### src/rtl/tsr_pkg.sv
// Shared definitions for the TDM slot router.
// Assumes entries are packed as {last, unit, count, select}.
package tsr_pkg;

    localparam int CSEL_W = 4;
    localparam int CNT_W  = 3;
    localparam int ENT_W  = CSEL_W + CNT_W + 2;
    // enough for 8 bytes of 8 bits
    localparam int RUN_W  = CNT_W + 4;

    typedef struct packed {
        logic              last;
        logic              unit;
        logic [CNT_W-1:0]  cnt;
        logic [CSEL_W-1:0] csel;
    } route_ent_t;

    // Number of bit slots covered by an entry.
    function automatic logic [RUN_W-1:0] run_len(input route_ent_t e);
        logic [RUN_W-1:0] n;
        n = RUN_W'(e.cnt) + RUN_W'(1);
        return e.unit ? (n << 3) : n;
    endfunction

endpackage

### src/rtl/tsr_edge_det.sv
// Edge detector for a slow line clock sampled by the system clock.
// Assumes the input is already synchronous and changes slower than clk.
module tsr_edge_det (
    input  logic clk,
    input  logic rst_n,
    input  logic lvl,
    output logic rise,
    output logic fall
);

    logic prev_q;

    // Remember the previous level of the line clock.
    always_ff @(posedge clk) begin
        if (!rst_n) prev_q <= 1'b0;
        else        prev_q <= lvl;
    end

    assign rise = lvl & ~prev_q;
    assign fall = ~lvl & prev_q;

endmodule

### src/rtl/tsr_route_table.sv
// Route table: DEPTH entries, one write port, two combinational read ports.
// Assumes writes are only accepted while the interface is locked off.
module tsr_route_table
    import tsr_pkg::*;
#(
    parameter int DEPTH = 16,
    parameter int IDX_W = 4
) (
    input  logic             clk,
    input  logic             rst_n,
    input  logic             lock,
    input  logic             wr_en,
    input  logic [IDX_W-1:0] wr_addr,
    input  route_ent_t       wr_data,
    input  logic [IDX_W-1:0] rd_a_addr,
    output route_ent_t       rd_a,
    input  logic [IDX_W-1:0] rd_b_addr,
    output route_ent_t       rd_b
);

    localparam int MEM_W = DEPTH * ENT_W;

    logic [MEM_W-1:0] mem_q;

    // Store an entry when unlocked.
    always_ff @(posedge clk) begin
        if (!rst_n)
            mem_q <= '0;
        else if (wr_en && !lock)
            mem_q[wr_addr*ENT_W +: ENT_W] <= wr_data;
    end

    assign rd_a = route_ent_t'(mem_q[rd_a_addr*ENT_W +: ENT_W]);
    assign rd_b = route_ent_t'(mem_q[rd_b_addr*ENT_W +: ENT_W]);

    AST_TABLE_LOCKED: assert property (@(posedge clk) disable iff (!rst_n)
        lock |=> $stable(mem_q));

endmodule

### src/rtl/tsr_seq.sv
// Frame sequencer: walks the route table one bit slot per falling edge.
// Assumes ent_cur is the entry at idx_o and ent_nxt the entry at nxt_addr_o.
module tsr_seq
    import tsr_pkg::*;
#(
    parameter int DEPTH = 16,
    parameter int IDX_W = 4
) (
    input  logic             clk,
    input  logic             rst_n,
    input  logic             en,
    input  logic             fall,
    input  logic             sync,
    input  route_ent_t       ent_cur,
    input  route_ent_t       ent_nxt,
    output logic [IDX_W-1:0] idx_o,
    output logic [IDX_W-1:0] nxt_addr_o,
    output logic             active_o,
    output logic             err_o
);

    logic [RUN_W-1:0] left_q;
    logic [IDX_W-1:0] idx_q;
    logic             active_q;
    logic             is_last;

    assign is_last    = ent_cur.last || (idx_q == IDX_W'(DEPTH - 1));
    assign nxt_addr_o = sync ? '0 : idx_q + 1'b1;
    assign err_o      = en && fall && sync && active_q;
    assign idx_o      = idx_q;
    assign active_o   = active_q;

    // Advance through runs and entries on each falling edge.
    always_ff @(posedge clk) begin
        if (!rst_n || !en) begin
            active_q <= 1'b0;
            idx_q    <= '0;
            left_q   <= '0;
        end else if (fall) begin
            if (sync) begin
                active_q <= 1'b1;
                idx_q    <= '0;
                left_q   <= run_len(ent_nxt) - 1'b1;
            end else if (active_q) begin
                if (left_q == '0) begin
                    if (is_last) begin
                        active_q <= 1'b0;
                    end else begin
                        idx_q  <= idx_q + 1'b1;
                        left_q <= run_len(ent_nxt) - 1'b1;
                    end
                end else begin
                    left_q <= left_q - 1'b1;
                end
            end
        end
    end

    AST_IDLE_WHEN_OFF: assert property (@(posedge clk) disable iff (!rst_n)
        !en |=> !active_q);
    AST_SYNC_RESTART: assert property (@(posedge clk) disable iff (!rst_n)
        (en && fall && sync) |=> (active_q && idx_q == '0));
    AST_END_IDLE: assert property (@(posedge clk) disable iff (!rst_n)
        (en && fall && !sync && active_q && left_q == '0 && is_last) |=> !active_q);

endmodule

### src/rtl/tdm_slot_router.sv
// TDM time-slot bit router: routes bit slots of a serial frame to channel
// ports through separate receive and transmit run-length route tables.
// Assumes bit clocks and syncs are synchronous to clk and much slower.
module tdm_slot_router
    import tsr_pkg::*;
#(
    parameter int NUM_CH = 4,
    parameter int DEPTH  = 16,
    localparam int IDX_W = $clog2(DEPTH)
) (
    input  logic              clk,
    input  logic              rst_n,
    input  logic              cfg_en,
    input  logic              cfg_shared_timing,
    input  logic              cfg_wr,
    input  logic              cfg_tx_sel,
    input  logic [IDX_W-1:0]  cfg_addr,
    input  logic [ENT_W-1:0]  cfg_wdata,
    input  logic              rx_bclk,
    input  logic              rx_fsync,
    input  logic              rx_data,
    input  logic              tx_bclk,
    input  logic              tx_fsync,
    input  logic [NUM_CH-1:0] ch_tx_bits,
    input  logic              grant_in,
    output logic              rx_bit,
    output logic [NUM_CH-1:0] ch_rx_stb,
    output logic              tx_data,
    output logic              tx_oe,
    output logic [NUM_CH-1:0] ch_tx_take,
    output logic              dch_grant,
    output logic              sync_err
);

    localparam int NSIDE = 2;   // 0 = receive, 1 = transmit

    logic [NSIDE-1:0] bclk_s, fs_s, rise_s, fall_s, active_s, err_s;
    route_ent_t       cur_s [NSIDE];
    route_ent_t       nxt_s [NSIDE];
    logic [IDX_W-1:0] idx_s [NSIDE];
    logic [IDX_W-1:0] nadr_s[NSIDE];
    logic [NUM_CH-1:0] rx_sel, tx_sel;

    // Timing source selection per direction.
    assign bclk_s[0] = rx_bclk;
    assign fs_s[0]   = rx_fsync;
    assign bclk_s[1] = cfg_shared_timing ? rx_bclk  : tx_bclk;
    assign fs_s[1]   = cfg_shared_timing ? rx_fsync : tx_fsync;

    for (genvar s = 0; s < NSIDE; s++) begin : g_side
        tsr_edge_det u_edge (
            .clk  (clk),
            .rst_n(rst_n),
            .lvl  (bclk_s[s]),
            .rise (rise_s[s]),
            .fall (fall_s[s])
        );

        tsr_route_table #(.DEPTH(DEPTH), .IDX_W(IDX_W)) u_tab (
            .clk      (clk),
            .rst_n    (rst_n),
            .lock     (cfg_en),
            .wr_en    (cfg_wr && (cfg_tx_sel == 1'(s))),
            .wr_addr  (cfg_addr),
            .wr_data  (route_ent_t'(cfg_wdata)),
            .rd_a_addr(idx_s[s]),
            .rd_a     (cur_s[s]),
            .rd_b_addr(nadr_s[s]),
            .rd_b     (nxt_s[s])
        );

        tsr_seq #(.DEPTH(DEPTH), .IDX_W(IDX_W)) u_seq (
            .clk       (clk),
            .rst_n     (rst_n),
            .en        (cfg_en),
            .fall      (fall_s[s]),
            .sync      (fs_s[s]),
            .ent_cur   (cur_s[s]),
            .ent_nxt   (nxt_s[s]),
            .idx_o     (idx_s[s]),
            .nxt_addr_o(nadr_s[s]),
            .active_o  (active_s[s]),
            .err_o     (err_s[s])
        );
    end

    // Channel ownership of the current slot, one bit per channel.
    for (genvar c = 0; c < NUM_CH; c++) begin : g_dec
        assign rx_sel[c] = active_s[0] && (cur_s[0].csel == CSEL_W'(c + 1));
        assign tx_sel[c] = active_s[1] && (cur_s[1].csel == CSEL_W'(c + 1));
    end

    // Receive: capture the line bit and strobe its owner on a falling edge.
    always_ff @(posedge clk) begin
        if (!rst_n || !cfg_en) begin
            ch_rx_stb <= '0;
            rx_bit    <= 1'b0;
        end else if (fall_s[0] && !fs_s[0] && (|rx_sel)) begin
            ch_rx_stb <= rx_sel;
            rx_bit    <= rx_data;
        end else begin
            ch_rx_stb <= '0;
        end
    end

    // Transmit: launch the owner's bit, or release the line, on a rising edge.
    always_ff @(posedge clk) begin
        if (!rst_n || !cfg_en) begin
            tx_oe      <= 1'b0;
            tx_data    <= 1'b0;
            ch_tx_take <= '0;
        end else if (rise_s[1]) begin
            tx_oe      <= |tx_sel;
            tx_data    <= |(tx_sel & ch_tx_bits);
            ch_tx_take <= tx_sel;
        end else begin
            ch_tx_take <= '0;
        end
    end

    // Grant capture at the receive frame sync.
    always_ff @(posedge clk) begin
        if (!rst_n)
            dch_grant <= 1'b0;
        else if (cfg_en && fall_s[0] && fs_s[0])
            dch_grant <= grant_in;
    end

    // Sticky early-sync flag, cleared by disabling the interface.
    always_ff @(posedge clk) begin
        if (!rst_n || !cfg_en)
            sync_err <= 1'b0;
        else if (|err_s)
            sync_err <= 1'b1;
    end

    AST_RX_STB_ONEHOT: assert property (@(posedge clk) disable iff (!rst_n)
        $onehot0(ch_rx_stb));
    AST_RX_STB_AFTER_FALL: assert property (@(posedge clk) disable iff (!rst_n)
        (|ch_rx_stb) |-> $past(fall_s[0]));
    AST_TX_TAKE_ONEHOT: assert property (@(posedge clk) disable iff (!rst_n)
        $onehot0(ch_tx_take));
    AST_TAKE_NEEDS_OE: assert property (@(posedge clk) disable iff (!rst_n)
        (|ch_tx_take) |-> tx_oe);
    AST_ERR_STICKY: assert property (@(posedge clk) disable iff (!rst_n)
        (cfg_en && sync_err) |=> sync_err);
    AST_QUIET_OFF: assert property (@(posedge clk) disable iff (!rst_n)
        !cfg_en |=> (!tx_oe && ch_rx_stb == '0 && !sync_err));

endmodule

### config.mk
export PLATFORM = sky130hd
export DESIGN_NAME = tdm_slot_router
export DESIGN_NICKNAME = d
export VERILOG_FILES = /design/src/rtl/tsr_pkg.sv /design/src/rtl/tsr_edge_det.sv /design/src/rtl/tsr_route_table.sv /design/src/rtl/tsr_seq.sv /design/src/rtl/tdm_slot_router.sv
export SDC_FILE = /design/constraint.sdc
export NUM_CORES = 1
export LEC_CHECK = 0
export BUFFER_PORTS_ARGS = -buffer_cell sky130_fd_sc_hd__buf_4
export CAP_MARGIN = 20
export CORE_MARGIN = 4
export CORE_UTILIZATION = 55
export CTS_CLUSTER_DIAMETER = 50
export CTS_CLUSTER_SIZE = 28
export DETAILED_ROUTE_END_ITERATION = 7
export GPL_ROUTABILITY_DRIVEN = 0
export GPL_TIMING_DRIVEN = 0
export MAX_ROUTING_LAYER = met4
export PLACE_DENSITY = 0.73
export REMOVE_ABC_BUFFERS = 1
export SYNTH_ARGS = -nofsm -noshare
export SYNTH_HDL_FRONTEND = slang
export SYNTH_SLANG_ARGS = --single-unit
export TNS_END_PERCENT = 100
### constraint.sdc
create_clock -name clk -period 9.5 [get_ports clk]
set_clock_uncertainty 0.05 [all_clocks]
set_input_delay 1.9 -clock clk [delete_from_list [all_inputs] [get_ports clk]]
set_output_delay 1.9 -clock clk [all_outputs]
set_load 0.05 [all_outputs]
# After elaboration in Yosys (flattened, before gate mapping)
# Index checks and enable logic that the tools add are counted.
[classes]
bitwise_logic = 10
n_lt_le_gt_ge = 0
eq_ne = 14
shift = 6
n_div = 0
n_mux = 32
reduce_logical = 42
add_sub_neg = 9
n_mul = 5
[ops]
columns = ["cell", "n"]
rows = [
  ["$bwmux W144", 2],
  ["$shiftx A144 B9 Y8", 2],
  ["$shiftx A144 B9 Y9", 2],
  ["$shift A9 B34 Y144 const A", 1],
  ["$shiftx A9 B34 Y144", 1],
  ["$mux W7", 10],
  ["$mul A4 B4 Y8 const B", 5],
  ["$mux W4", 10],
  ["$neg A8 Y34", 1],
  ["$sub A7 B1 Y7 const B", 4],
  ["$logic_and A1 B1 Y1", 20],
  ["$eq A4 B2 Y1 const B", 4],
  ["$logic_not A7 Y1", 2],
  ["$reduce_or A4 Y1", 3],
  ["$mux W1", 10],
  ["$add A3 B1 Y4 const B", 2],
  ["$add A4 B1 Y4 const B", 2],
  ["$eq A4 B1 Y1 const B", 2],
  ["$eq A4 B3 Y1 const B", 2],
  ["$eq A4 B4 Y1 const B", 2],
  ["$reduce_and A4 Y1", 2],
  ["$reduce_bool A2 Y1", 4],
  ["$not A1 Y1", 6],
  ["$reduce_and A3 Y1", 2],
  ["9 further kinds", 17],
]
[word_totals]
mem_count = 0
romBits = 0
out_inout_bits = 13
latchBits = 0
ramBits = 0
in_bits = 29
ff_bits = 327

# Longest topological paths before layout
[logic_depth]
ltp_word = 11
mapped_depth = 17
ltp_nobuf = 14

# Hierarchy
# A second synthesis with hierarchy kept.
[unflattened]
cells_unflattened = 1805
hier_area_um2 = 17818.3
[modules_own_cells]
columns = ["mod", "cells_each", "seq_area_each_um2", "n_inst", "area_per_inst_um2"]
rows = [
  ["tsr_route_table (g_side[0].u_tab)", 762, 2882.8, 1, 7628.6],
  ["tsr_route_table (g_side[1].u_tab)", 715, 2882.8, 1, 7452.1],
  ["tsr_seq", 130, 240.2, 2, 1036.0],
  ["tdm_slot_router", 60, 260.2, 1, 588.1],
  ["tsr_edge_det", 4, 20.0, 2, 38.8],
]

# Least setup slack after synthesis
# OpenSTA, ideal clock, no wires.
[synth_timing]
path_type = "in2reg"
start = "input rx_fsync"
end = "register g_side[1].u_seq.left_q[4]"
setup_slack_ns = 4.554
stages = 16
arrival_time_ns = 4.775
path_buffers = 3
required_time_ns = 9.328
path_cell_list = "buf_6 mux2i_2 buf_4 nand4_1 o221ai_1 o21ai_0 nor2_1 inv_1 ha_1 clkbuf_1 nand2b_1 ha_1 o21ai_0 xnor2_1 and2_1 o311a_1"
[synth_between]
elab_chain_cells = 11
word_cells_on_any_way = 14
cone_classes = "add/sub (2); mul (1); eq/ne (1); shift (1); mux (7); reduce/logical (2)"
[synth_rtl]
columns = ["item", "line_no", "source"]
rows = [
  ["from (decl)", "tdm_slot_router.sv:20", "input logic rx_fsync,"],
  ["$mux W1 *", "tdm_slot_router.sv:48", "assign fs_s[1] = cfg_shared_timing ? rx_fsync : tx_fsync;"],
  ["$mux W4", "tsr_seq.sv:28", "assign nxt_addr_o = sync ? '0 : idx_q + 1'b1;"],
  ["$mul A4 B4 Y8", "tsr_route_table.sv:34", "assign rd_b = route_ent_t'(mem_q[rd_b_addr*ENT_W +: ENT_W]);"],
  ["$shiftx A144 B9 Y8", "tsr_route_table.sv:34", ""],
  ["$add A3 B1 Y4", "tsr_pkg.sv:21", "n = RUN_W'(e.cnt) + RUN_W'(1);"],
  ["$mux W7", "tsr_pkg.sv:22", "return e.unit ? (n << 3) : n;"],
  ["$sub A7 B1 Y7", "tsr_seq.sv:43, tsr_seq.sv:50", ""],
  ["$mux W7", "tsr_seq.sv:46", "if (is_last) begin"],
  ["$mux W7", "tsr_seq.sv:45", "if (left_q == '0) begin"],
  ["$mux W7", "tsr_seq.sv:44", "end else if (active_q) begin"],
  ["$mux W7", "tsr_seq.sv:40", "if (sync) begin"],
  ["to (signal assigned)", "tsr_seq.sv:43", "left_q <= run_len(ent_nxt) - 1'b1;"],
  ["to (signal assigned)", "tsr_seq.sv:50", "left_q <= run_len(ent_nxt) - 1'b1;"],
  ["to (signal assigned)", "tsr_seq.sv:53", "left_q <= left_q - 1'b1;"],
  ["to (decl)", "tsr_seq.sv:22", "logic [RUN_W-1:0] left_q;"],
]
# Mark *: on every way between the ends. The rest lies on a longest branch, timed or not. The select of a mux whose other input is x is not followed.
# A chain may end at the register's enable or synchronous reset.

# Worst setup path after layout
[layout_timing]
start = "input rx_fsync"
end = "register g_side[1].u_seq.left_q[5]"
# The elaborated chain is that of the path after synthesis.

==> results.cfg <==
[run_status]
outcome = finished, final reports clean

[detailed_routing]
routed_wirelength_mm = 44.4
wl_per_cell_um = 20.2
firstDrtPassIters = 5
via_count = 13100
drt.antenna.violating_nets = 0
detail_route.vias_per_cell = 5.96
route.detailed.drc = 0
drtIter0Drc = 1056

[final_layout]
multi_input_comb_area_mm2 = 0.00928
final_design_area_no_fill_mm2 = 0.0182
fillers = 2426
register_area_mm2 = 0.00655
non_filler_cells_in_the_finished_layout = 2195
finish.utilization_pct = 62.6
flow.area_growth_from_synthesis_pct = 11.0
fraction_of_final_layout_cells_sized_beyond_drive_strength_1_pct = 11.2
design.final.nets = 1825

[hold_path]
hold_depth = 2
worstHoldStart = g_side[1].u_seq.left_q[2]
worstHoldPathType = register to register
min_to = g_side[1].u_seq.left_q[2]

[synth]
synth.lib_cells_used.distinct = 80
synth_ff_type = sky130_fd_sc_hd__dfxtp_1
asyncSetResetFlopFracSynth_pct = 0
synth-seq-area-share_pct = 40.0
synth.largest_area_cell = sky130_fd_sc_hd__dfxtp_1
ys_top_cells_by_count = 327 x sky130_fd_sc_hd__dfxtp_1, 208 x sky130_fd_sc_hd__nand2_1, 203 x sky130_fd_sc_hd__mux2i_1
syn_area_per_cell_um2 = 9.09
synthTopCellsByArea = sky130_fd_sc_hd__dfxtp_1 40%, sky130_fd_sc_hd__mux2i_1 12%, sky130_fd_sc_hd__nor2b_1 6.5%
synthMostInstantiatedCell = sky130_fd_sc_hd__dfxtp_1
ys_warn_count = 0
post_synth_inst_count = 1801
synth_seq_cells = 327
synth_area_mm2 = 0.0164
synth-edff-count = 0
synth_top_area_share_pct = 40.0

[floorplanning]
die_x_um = 181
core_area_mm2 = 0.0290
start_util_pct = 56.4
floorplan.io_pins = 42
num_rows = 62
design.die.area_mm2 = 0.0326
fp.dieH_um = 181

[global_routing]
antenna_found_initial = 0
grt_overflow = 0
overall_fraction_of_global_route_tracks_in_use_pct = 27.1
first_global_vias = 12600
grt_pass1_wl_mm = 69.7
grt_start_max_net_pins = 199

[place]
post-dp-hpwl_mm = 28.7
place_worst_setup_slack_ps = 3190
placement.cell_area_mm2 = 0.0169
dp.cells = 2126
placement.io_buffers = 41

[sta]
fin_crit_ps = 5620
final-setup-viol-count = 0
timing.setup.tns_ps = 0
slew_limit_headroom_pct = 21.4
hold_viol_final = 0
fin_worst_hold_slack_ps = 438
tightest_slew_ps = 1180
finalWorstSetupSlack_ps = 3890
final.period_utilization_pct = 59.1
timing.fmax_mhz = 178
slew_violations = 0
rsz_0062_raised_after_global_routing = false

[critical_path]
r2r-start = g_side[0].u_seq.idx_o[0]
worstSetupPathType = input pin to register
worst_ep_arrival_time_ps = 5960
r2r_end = g_side[0].u_seq.left_q[2]
worstSetupEndpointType = register
worst_r2r_path_depth = 11
worstPathRequired_ps = 9850
worst_setup_path_start_kind = input pin
critical_path.max_fanout = 27
reg2reg_slack_ps = 4540

[power]
total_power_mw = 2.95
leakage_power_nw = 6.28
vdd.ir_drop.worst_v = 0.000130
power_per_cell_area_mw_per_mm2 = 162

[clock_tree]
clock_path_buffers = 3
postCtsHoldBufs = 0
cts_tree = built
cts_setup_buffers = 0
h-tree-depth = 2
cts_inserted_buffers = 35
root_buffer = sky130_fd_sc_hd__clkbuf_16
cts.reportedPaths.clkPinSlew_ps = 60
postCtsResizedCells = 0
clock_insertion_delay_worst_skew_ps = 520
total_clock_sinks = 327

[job]
max_cap_viol_count = 0
==> flip-flops by register name, indices dropped and copies added (netlist names) <==
name / cells
ch_rx_stb: 4
dch_grant: 1
g_side.u_edge.prev_q: 2
ch_tx_take: 4
g_side.u_seq.left_q: 14
sync_err: 1
tx_data: 1
g_side.u_tab.mem_q: 288
g_side.u_seq.active_o: 2
rx_bit: 1
tx_oe: 1
g_side.u_seq.idx_o: 8
==> routing by layer <==
layer / vias up / wire length [um] / GRT usage [%]
met5: - / 0 / -
met2: 436 / 19900 / 41.2
met1: 6263 / 20400 / 37.9
met4: 0 / 1220 / 7.74
li1: 6292 / - / -
met3: 87 / 2890 / 4.22
==> report_power, final <==
| group | internal (mW) | switching [mW] |
|---|---|---|
| clock | 0.754 | 0.634 |
| sequential | 1.37 | 0.00336 |
| combinational | 0.0623 | 0.119 |
| total | 2.19 | 0.756 |
==> cell usage in the layout, fill, tap and decap left out, types with 9 or more instances in the layout <==
master	Yosys	routed
sky130_fd_sc_hd__nor2_1	75	68
sky130_fd_sc_hd__nand3_1	28	28
sky130_fd_sc_hd__and2_1	155	155
sky130_fd_sc_hd__nor3_1	27	26
sky130_fd_sc_hd__a21oi_1	31	31
sky130_fd_sc_hd__inv_1	24	24
sky130_fd_sc_hd__nand2b_1	19	19
sky130_fd_sc_hd__o221ai_1	11	11
sky130_fd_sc_hd__dfxtp_1	327	325
sky130_fd_sc_hd__and3_1	25	25
sky130_fd_sc_hd__nor2_2	2	9
sky130_fd_sc_hd__nor2b_1	171	171
sky130_fd_sc_hd__o21ai_0	147	147
sky130_fd_sc_hd__mux4_2	41	41
sky130_fd_sc_hd__nand2_1	208	208
sky130_fd_sc_hd__a31oi_1	10	10
sky130_fd_sc_hd__mux2_2	13	13
sky130_fd_sc_hd__mux2i_1	203	203
sky130_fd_sc_hd__ha_1	12	12
sky130_fd_sc_hd__a221oi_1	9	9
sky130_fd_sc_hd__buf_4	4	45
sky130_fd_sc_hd__clkbuf_16	0	37
sky130_fd_sc_hd__o211ai_1	9	9
==> worst max-delay path, stage by stage <==
cell and delay [ps]:
sky130_fd_sc_hd__buf_4 230, sky130_fd_sc_hd__mux2i_2 590, sky130_fd_sc_hd__buf_6 240, sky130_fd_sc_hd__and4_1 490, sky130_fd_sc_hd__mux2i_1 240, sky130_fd_sc_hd__a22oi_1 100
sky130_fd_sc_hd__nor2_1 420, sky130_fd_sc_hd__inv_1 90, sky130_fd_sc_hd__ha_1 290, sky130_fd_sc_hd__or4_1 560, sky130_fd_sc_hd__nand4_2 180, sky130_fd_sc_hd__or3_1 130
sky130_fd_sc_hd__nand3_1 80, sky130_fd_sc_hd__a2111oi_1 410
==> kinds of logic (layout without fill, tap and decap cells) <==
kind of cell | after synthesis | in the layout | synth area share, %
AO/OA/AOI/OAI | 291 | 291 | 11.1
adder cells (fa/ha/maj) | 12 | 12 | 0.917
XOR/XNOR | 13 | 13 | 0.741
other | 0 | 1 | 0
multiplexers | 259 | 259 | 19.2
buffers and inverters | 140 | 149 | 3.49
flip-flops | 327 | 327 | 40.0
AND/OR/NAND/NOR | 759 | 759 | 24.6
==> area by class of cell <==
cell class                 count  share of cell area [%]
timing repair buffer          61                    3.15
tap                          384                    2.64
clock buffer                  39                    5.25
multi-input combinational   1334                    51.1
sequential                   327                    36.1
clock inverter                24                    1.28
inverter                      25                   0.517
antenna                        1                  0.0138
==> worst max-delay path by stage <==
| stage | slack (ps) | startpoint | cells after the start | endpoint |
|---|---|---|---|---|
| global placement | 2020 | cfg_addr[0] | 7 | g_side[0].u_tab.mem_q[21] |
| global route | 3590 | rx_fsync | 14 | g_side[1].u_seq.left_q[5] |
| finish | 3890 | rx_fsync | 14 | g_side[1].u_seq.left_q[5] |
| detailed placement | 3190 | rx_fsync | 13 | g_side[1].u_seq.left_q[5] |
| floorplan | 4280 | cfg_shared_timing | 12 | g_side[1].u_seq.left_q[5] |
| CTS | 3730 | rx_fsync | 13 | g_side[1].u_seq.left_q[5] |
Power figures use the tool's default switching activity.
